**src/rtl/irda_sir_pkg.sv**
```systemverilog
package irda_sir_pkg;
  localparam int unsigned DEF_BIT_TICKS = 16;

  // pulse width in ticks for the chosen mode
  function automatic int unsigned pulse_len(input logic fast, input int unsigned bit_ticks);
    return fast ? bit_ticks / 4 : (3 * bit_ticks) / 16;
  endfunction

  // bit phase at which the pulse begins
  function automatic int unsigned pulse_start(input logic fast, input int unsigned bit_ticks);
    return fast ? (bit_ticks - bit_ticks / 4) / 2 : (7 * bit_ticks) / 16;
  endfunction
endpackage

```
**src/rtl/irda_sir_enc.sv**
```systemverilog
module irda_sir_enc
  import irda_sir_pkg::*;
#(
  parameter int unsigned BIT_TICKS = DEF_BIT_TICKS
) (
  input  logic clk,
  input  logic rst_n,
  input  logic tick,
  input  logic enable,
  input  logic fast_mode,
  input  logic tx_nrz,
  output logic ir_tx
);
  localparam int unsigned PW = $clog2(BIT_TICKS);
  localparam logic [PW:0] SLOW_ST  = (PW+1)'(pulse_start(1'b0, BIT_TICKS));
  localparam logic [PW:0] FAST_ST  = (PW+1)'(pulse_start(1'b1, BIT_TICKS));
  localparam logic [PW:0] SLOW_END = (PW+1)'(pulse_start(1'b0, BIT_TICKS) + pulse_len(1'b0, BIT_TICKS));
  localparam logic [PW:0] FAST_END = (PW+1)'(pulse_start(1'b1, BIT_TICKS) + pulse_len(1'b1, BIT_TICKS));
  localparam logic [PW-1:0] LAST_PH = PW'(BIT_TICKS - 1);
  localparam int unsigned LEN_MAX = pulse_len(1'b1, BIT_TICKS);

  logic          bit_q;
  logic [PW-1:0] phase;
  logic          level_change;
  logic          in_window;
  logic [PW:0]   win_st, win_end;

  assign level_change = tick && (tx_nrz != bit_q);
  assign win_st  = fast_mode ? FAST_ST  : SLOW_ST;
  assign win_end = fast_mode ? FAST_END : SLOW_END;
  assign in_window = ({1'b0, phase} >= win_st) && ({1'b0, phase} < win_end);

  always_ff @(posedge clk or negedge rst_n) begin
    if (!rst_n) begin
      bit_q <= 1'b1;
      phase <= '0;
    end else if (tick) begin
      bit_q <= tx_nrz;
      if (level_change || phase == LAST_PH) phase <= '0;
      else                                  phase <= phase + 1'b1;
    end
  end

  always_ff @(posedge clk or negedge rst_n) begin
    if (!rst_n) ir_tx <= 1'b0;
    else        ir_tx <= enable && !bit_q && in_window;
  end

  // checker state: ticks seen while the pulse is lit
  logic [PW:0] lit_ticks;
  always_ff @(posedge clk or negedge rst_n) begin
    if (!rst_n)      lit_ticks <= '0;
    else if (!ir_tx) lit_ticks <= '0;
    else if (tick)   lit_ticks <= lit_ticks + 1'b1;
  end

  p_width_bound_r3: assert property (@(posedge clk) disable iff (!rst_n)
    int'(lit_ticks) <= int'(LEN_MAX));
  p_one_is_dark_r4: assert property (@(posedge clk) disable iff (!rst_n)
    $past(bit_q) |-> !ir_tx);
  p_dark_when_off_r6: assert property (@(posedge clk) disable iff (!rst_n)
    !enable |=> !ir_tx);
  p_rise_on_zero_r2: assert property (@(posedge clk) disable iff (!rst_n)
    $rose(ir_tx) |-> !$past(bit_q));
endmodule

```
**src/rtl/irda_sir_dec.sv**
```systemverilog
module irda_sir_dec
  import irda_sir_pkg::*;
#(
  parameter int unsigned BIT_TICKS = DEF_BIT_TICKS
) (
  input  logic clk,
  input  logic rst_n,
  input  logic tick,
  input  logic enable,
  input  logic rx_invert,
  input  logic ir_rx,
  output logic rx_nrz
);
  localparam int unsigned CW = $clog2(BIT_TICKS + 1);
  localparam logic [CW-1:0] LOW_TICKS = CW'(BIT_TICKS);

  logic          samp, prev;
  logic [CW-1:0] low_cnt;
  logic          edge_seen;

  assign edge_seen = enable && tick && samp && !prev;
  assign rx_nrz    = (low_cnt == '0);

  always_ff @(posedge clk or negedge rst_n) begin
    if (!rst_n) begin
      samp    <= 1'b0;
      prev    <= 1'b0;
      low_cnt <= '0;
    end else if (!enable) begin
      samp    <= 1'b0;
      prev    <= 1'b0;
      low_cnt <= '0;
    end else if (tick) begin
      samp <= ir_rx ^ rx_invert;
      prev <= samp;
      if (edge_seen)           low_cnt <= LOW_TICKS;
      else if (low_cnt != '0)  low_cnt <= low_cnt - 1'b1;
    end
  end

  p_fall_needs_edge_r7: assert property (@(posedge clk) disable iff (!rst_n)
    $fell(rx_nrz) |-> $past(edge_seen));
  p_release_on_tick_r8: assert property (@(posedge clk) disable iff (!rst_n)
    $rose(rx_nrz) |-> ($past(tick) || !$past(enable)));
  p_idle_when_off_r6: assert property (@(posedge clk) disable iff (!rst_n)
    !enable |=> rx_nrz);
endmodule

```
**src/rtl/irda_sir_codec.sv**
```systemverilog
module irda_sir_codec
  import irda_sir_pkg::*;
#(
  parameter int unsigned BIT_TICKS = DEF_BIT_TICKS
) (
  input  logic clk,
  input  logic rst_n,
  input  logic tick,
  input  logic enable,
  input  logic fast_mode,
  input  logic rx_invert,
  input  logic tx_nrz,
  output logic ir_tx,
  input  logic ir_rx,
  output logic rx_nrz
);
  irda_sir_enc #(.BIT_TICKS(BIT_TICKS)) u_enc (
    .clk(clk), .rst_n(rst_n), .tick(tick), .enable(enable),
    .fast_mode(fast_mode), .tx_nrz(tx_nrz), .ir_tx(ir_tx)
  );

  irda_sir_dec #(.BIT_TICKS(BIT_TICKS)) u_dec (
    .clk(clk), .rst_n(rst_n), .tick(tick), .enable(enable),
    .rx_invert(rx_invert), .ir_rx(ir_rx), .rx_nrz(rx_nrz)
  );

  // outputs at their idle levels whenever reset is held
  always_comb begin
    if (!rst_n) p_reset_idle_r1: assert (!ir_tx && rx_nrz);
  end
endmodule

```
**config.mk**
```make
export PLATFORM = sky130hd
export DESIGN_NAME = irda_sir_codec
export DESIGN_NICKNAME = d
export VERILOG_FILES = /design/src/rtl/irda_sir_pkg.sv /design/src/rtl/irda_sir_enc.sv /design/src/rtl/irda_sir_dec.sv /design/src/rtl/irda_sir_codec.sv
export SDC_FILE = /design/constraint.sdc
export NUM_CORES = 1
export LEC_CHECK = 0
export BUFFER_PORTS_ARGS = -buffer_cell sky130_fd_sc_hd__buf_2
export CELL_PAD_IN_SITES_DETAIL_PLACEMENT = 2
export CELL_PAD_IN_SITES_GLOBAL_PLACEMENT = 2
export CORE_MARGIN = 2
export CORE_UTILIZATION = 30
export DETAILED_ROUTE_END_ITERATION = 12
export GPL_ROUTABILITY_DRIVEN = 0
export PLACE_DENSITY = 0.78
export SLEW_MARGIN = 0
export SYNTH_ARGS = -nofsm -noshare
export SYNTH_HDL_FRONTEND = slang
export SYNTH_SLANG_ARGS = --single-unit
```
**constraint.sdc**
```tcl
create_clock -name clk -period 2 [get_ports clk]
set_clock_uncertainty 0.15 [all_clocks]
set_input_delay 0.2 -clock clk [delete_from_list [all_inputs] [get_ports clk]]
set_output_delay 0.2 -clock clk [all_outputs]
set_load 0.01 [all_outputs]
```
# [Word-level counts from Yosys, hierarchy flattened]
# Cells that the tools add are included.
[totals] regBits=13 input_bits=8 output_inout_bits=2 wordCells=38
[op_classes] addsub=2 n_lt_le_gt_ge=2 eq_ne=4 muxes=10 bitwise=1 n_reduce_logical=13
[op_table] operator="$mux 5" n=4
[op_table] operator="$logic_and 1x1->1" n=7
[op_table] operator="$ge 4x5->1" n=1
[op_table] operator="$logic_not 5->1" n=1
[op_table] operator="$mux 1" n=5
[op_table] operator="$reduce_bool 5->1" n=1
[op_table] operator="$sub 5x1->5 const B" n=1
[op_table] operator="$add 4x1->4 const B" n=1
[op_table] operator="$eq 4x4->1 const B" n=1
[op_table] operator="$lt 4x4->1 const B" n=1
[op_table] operator="$mux 4" n=1
[op_table] operator="$ne 3x1->1 const B" n=1
[op_table] operator="$logic_not 1->1" n=2
[op_table] operator="$ne 2x2->1 const B" n=1
[op_table] operator="$reduce_and 2->1" n=1
[op_table] operator="$logic_or 1x1->1" n=1
[op_table] operator="$ne 1x1->1" n=1
[op_table] operator="$xor 1x1->1" n=1

# [Longest topological paths before layout]
[depth] word_depth=6 ltp_mapped=5 mapped_depth_nobuf=5

# [Modules after synthesis]
# From an unflattened synthesis, not the netlist that was laid out.
[unflattened] cells_unflattened=76 hier_area_um2=747.0
[by_module_without_submodules] module="irda_sir_dec" n_inst=1 cells_each=42 area_each_um2=391.6
[by_module_without_submodules] module="irda_sir_enc" n_inst=1 cells_each=34 area_each_um2=355.3

# [Worst setup path after synthesis]
# Ideal clock, no wire load.
[synth_timing] path_kind="reg2reg" startpoint="reg u_dec.low_cnt[0]" endpoint="reg u_dec.low_cnt[3]" setup_ns=0.082 t_arrival_ns=1.370 required_time_ns=1.768 slack_ns=0.398 path_stages_with_launch=6 n_path_buf=0 period_less_slack_ns=1.602 path_cell_list="dfrtp_1 -> inv_1 -> ha_1 -> nor4b_2 -> or4_1 -> o22ai_1"
[synth_between] elab_chain_len=5 elab_cells_between_ends=8 classes_between="1 x add/sub; 1 x eq/ne; 4 x mux; 2 x reduce/logical"
[synth_rtl] element="start: declaration" line_no="irda_sir_dec.sv:18" text="logic [CW-1:0] low_cnt;"
[synth_rtl] element="start signal: assignment" line_no="irda_sir_dec.sv:37" text="else if (low_cnt != '0) low_cnt <= low_cnt - 1'b1;"
[synth_rtl] element="$sub 5x1->5" line_no="irda_sir_dec.sv:37"
[synth_rtl] element="$mux 5" line_no="irda_sir_dec.sv:37"
[synth_rtl] element="$mux 5" line_no="irda_sir_dec.sv:36" text="if (edge_seen) low_cnt <= LOW_TICKS;"
[synth_rtl] element="$mux 5" line_no="irda_sir_dec.sv:33" text="end else if (tick) begin"
[synth_rtl] element="$mux 5" line_no="irda_sir_dec.sv:29" text="end else if (!enable) begin"
# Parallel ways exist; a longest one is shown, timed or not. The select of a mux whose other input is x is not followed.
# A chain may end at the register's enable or synchronous reset.

# [Worst setup path after layout]
[layout_timing] startpoint="reg u_dec.low_cnt[0]" endpoint="out rx_nrz"
[layout_between] elab_chain_len=1
[layout_rtl] element="$logic_not 5->1" line_no="irda_sir_dec.sv:22" text="assign rx_nrz = (low_cnt == '0);"
[layout_rtl] element="end: declaration" line_no="irda_sir_codec.sv:15" text="output logic rx_nrz"
# No other way between the ends.

==> results.py <==
metrics = {
    "status": {
        "outcome": "finished, final reports clean",
    },
    "sta": {
        "final_max_slew_viol_count": 0,
        "worst_slew_pin_tran_ns": 0.384,
        "hold_viol": 0,
        "period_needed_ns": 1.84,
        "fraction_of_the_cycle_the_final_worst_path_needs_pct": 92.2,
        "timing.fmax_mhz": 543,
        "finalSetupViolCount": 0,
        "worst_rel_slew_slack_pct": 74.3,
        "fin_tns_setup_ns": 0,
        "setup_repair_after_global_routing_missed_its_margin": "no",
    },
    "clocking": {
        "cts_tree": "done",
        "cts_root_buf": "sky130_fd_sc_hd__clkbuf_4",
        "cts_setup_buffers": 0,
        "clk_pin_slew_worst_paths_ns": 0.08,
        "clockBufferDepth": 2,
        "tritoncts_num_sinks": 13,
        "clock_tree.htree_level_count": 1,
        "clkLatencyLatePin_ns": 0.27,
        "clock_buffers_created_by_tritoncts": 3,
    },
    "synthesis": {
        "asyncSetResetFlopFracSynth_pct": 100,
        "synth-edff-count": 0,
        "yosysMostFrequentCell": "sky130_fd_sc_hd__dfrtp_1",
        "post_synthesis_cell_count": 73,
        "synth_cell_types": 31,
        "synth.top_cells.by_count": "sky130_fd_sc_hd__dfrtp_1 (12), sky130_fd_sc_hd__nand2_1 (8), sky130_fd_sc_hd__inv_1 (6), sky130_fd_sc_hd__nand3_1 (4)",
        "synthFlopType": "sky130_fd_sc_hd__dfrtp_1",
        "flop_and_latch_count_out_of_synthesis": 13,
        "syn_avg_cell_area_sq_um": 10.0,
        "synth.largest_area_cell": "sky130_fd_sc_hd__dfrtp_1",
        "netlist_top_cells_area": "sky130_fd_sc_hd__dfrtp_1 (41%), sky130_fd_sc_hd__ha_1 (5.1%), sky130_fd_sc_hd__nand2_1 (4.1%)",
        "synthesis.yosys.warnings": 0,
        "synthesis.nets": 84,
        "synth_top_area_share_pct": 41.0,
        "seq_area_frac_synth_pct": 44.5,
        "synth_area_sq_um": 733,
    },
    "die": {
        "die_h_um": 53.4,
        "design.portCount": 10,
        "num_rows": 17,
        "floorplan.die_area_sq_mm": 0.00286,
        "fp.dieW_um": 53.4,
        "initial_core_util_pct": 32.5,
        "core-area_sq_mm": 0.00225,
    },
    "layout": {
        "fill_cells": 276,
        "final_cells": 113,
        "final_net_count": 97,
        "share_of_post_route_cells_with_drive_strength_above_1_pct": 18.8,
        "syn_to_final_growth_pct": 14.0,
        "n_antenna_cell": 0,
        "fin_area_sq_um": 836,
    },
    "route": {
        "detail_route.first_pass.iterations": 4,
        "drt_first_iter_violations": 5,
        "vias": 587,
        "via_per_inst": 5.19,
        "final_antenna_net_count": 0,
        "routedWlPerCell_um": 14.9,
        "route.final.wire_length_um": 1680,
        "drc_errors": 0,
    },
    "power": {
        "vdd_drop_max_v": 0.000398,
        "pwr_density_cell_mw_per_mm2": 1060,
        "p_leak_nw": 0.376,
    },
    "setup_path": {
        "timing.critical_path.arrival_ns": 1.49,
        "critical_path.cell_chain": "inv_1 > ha_1 > nor4b_4 > buf_2",
        "setup.worst_path.start_class": "flop",
        "crit_path_top_delay_cell": "sky130_fd_sc_hd__dfrtp_1",
        "worst_path_largest_cell_delay_ns": 0.41,
        "crit_required_ns": 1.65,
        "worstPathMaxFanout": 7,
        "worstSetupPathType": "reg2out",
        "crit_path_capture_type": "output pin",
        "critical_path.top_delay_family": "flip-flops",
        "critPathBufInv": 2,
    },
    "placement": {
        "dp_hpwl_um": 1290,
        "numPlacedInstances": 108,
        "placed_area_sq_um": 791,
        "port_buffers": 9,
    },
    "worst_hold_path": {
        "min_path_type": "in2reg",
    },
    "global_routing": {
        "grt_util_met1_pct": 18.1,
        "groute.layer.met3.usage_pct": 2.82,
        "grt_util_met2_pct": 26.7,
        "via_count_of_the_first_global_routing_pass": 662,
        "globalRoute.busiestLayer": "met2",
        "grt_start_max_net_pins": 14,
        "gr-usage-all-layers_pct": 15.3,
        "wire_length_of_the_first_global_routing_pass_um": 3070,
        "grt_remaining_overflow": 0,
        "initial_antenna_violation_count": 0,
    },
    "flow_run": {
        "drv_cap": 0,
    },
}
==> repair_timing <==
item                       in CTS  in global routing
setup endpoints to repair       1                  0
hold buffers                    1                  0
resized for setup               1                  0
hold endpoints to repair       13                  0
==> final timing paths <==
check / to / start / cells after the start / slack [ns]
max in group asynchronous: u_enc.bit_q / rst_n / 2 / 1.22
min in group asynchronous: u_dec.samp / rst_n / 2 / 0.19
max reg2reg: u_dec.low_cnt[3] / u_dec.low_cnt[0] / 5 / 0.31
min: u_enc.bit_q / tx_nrz / 2 / 0.04
min reg2reg: u_dec.prev / u_dec.prev / 2 / 0.39
max: rx_nrz / u_dec.low_cnt[0] / 4 / 0.16
==> state kept, by name, summed over array words and instances, names as in the netlist <==
register	cells
u_dec.low_cnt	5
u_dec.prev	1
u_dec.samp	1
u_enc.bit_q	1
u_enc.ir_tx	1
u_enc.phase	4
==> metal layers <==
metal / vias to the layer above / wire length [um]
met2: 11 / 838
li1: 287 / -
met1: 285 / 763
met5: - / 0
met3: 4 / 57
met4: 0 / 23
==> layout by cell type (no fill, tap or decap), types with 2 or more instances in the layout <==
cell and n:
sky130_fd_sc_hd__dfrtp_1 12, sky130_fd_sc_hd__buf_2 9, sky130_fd_sc_hd__nand2_1 8, sky130_fd_sc_hd__inv_1 6, sky130_fd_sc_hd__nand3_1 4, sky130_fd_sc_hd__nand2b_1 3
sky130_fd_sc_hd__o21ai_1 3, sky130_fd_sc_hd__or3_1 3, sky130_fd_sc_hd__a21oi_1 3, sky130_fd_sc_hd__ha_1 3, sky130_fd_sc_hd__clkbuf_4 3, sky130_fd_sc_hd__nor2b_1 2
sky130_fd_sc_hd__a31oi_1 2, sky130_fd_sc_hd__mux2i_1 2, sky130_fd_sc_hd__a21boi_1 2, sky130_fd_sc_hd__o21ai_0 2
==> metrics by stage <==
stage                     utilization (%)  hold WS (ns)  total power [W]  setup slack [ns]
final                                37.1        0.0361         0.000882             0.157
after CTS                            37.1        0.0333         0.000901             0.134
after global placement               35.1       -0.0495         0.000670             0.377
after detailed placement             35.1       -0.0397         0.000703             0.262
after floorplan                         -        -0.246         0.000590             0.398
after global routing                 37.1        0.0343         0.000962            0.0357
==> power breakdown <==
part	leakage [nW]	total, W	internal [W]	switching [W]
clock network	0.0150	0.000166	0.0000773	0.0000890
registers	0.172	0.000376	0.000313	0.0000621
logic	0.189	0.000340	0.000168	0.000172
total	0.376	0.000882	0.000559	0.000323
==> cell families (layout without fill, tap and decap cells) <==
group	after synthesis	in the layout	share of synthesized area, %
buffers and inverters	9	21	6.65
DFF	13	13	44.5
muxes	3	3	4.27
adders and majority gates	3	3	5.12
and+or+nand+nor	26	26	21.0
xor gates and xnor gates	2	2	3.41
AOI/OAI and AO/OA	17	17	15.0
==> area by class of cell <==
cell class                 instances  area (sq um)  share of cell area [%]
multi-input combinational         51           367                    43.9
sequential                        13           327                    39.1
timing repair buffer              10          55.1                    6.59
tap                               28          35.0                    4.19
clock buffer                       4          26.3                    3.14
inverter                           7          26.3                    3.14
Note: power is estimated with default switching activity, not from simulation.
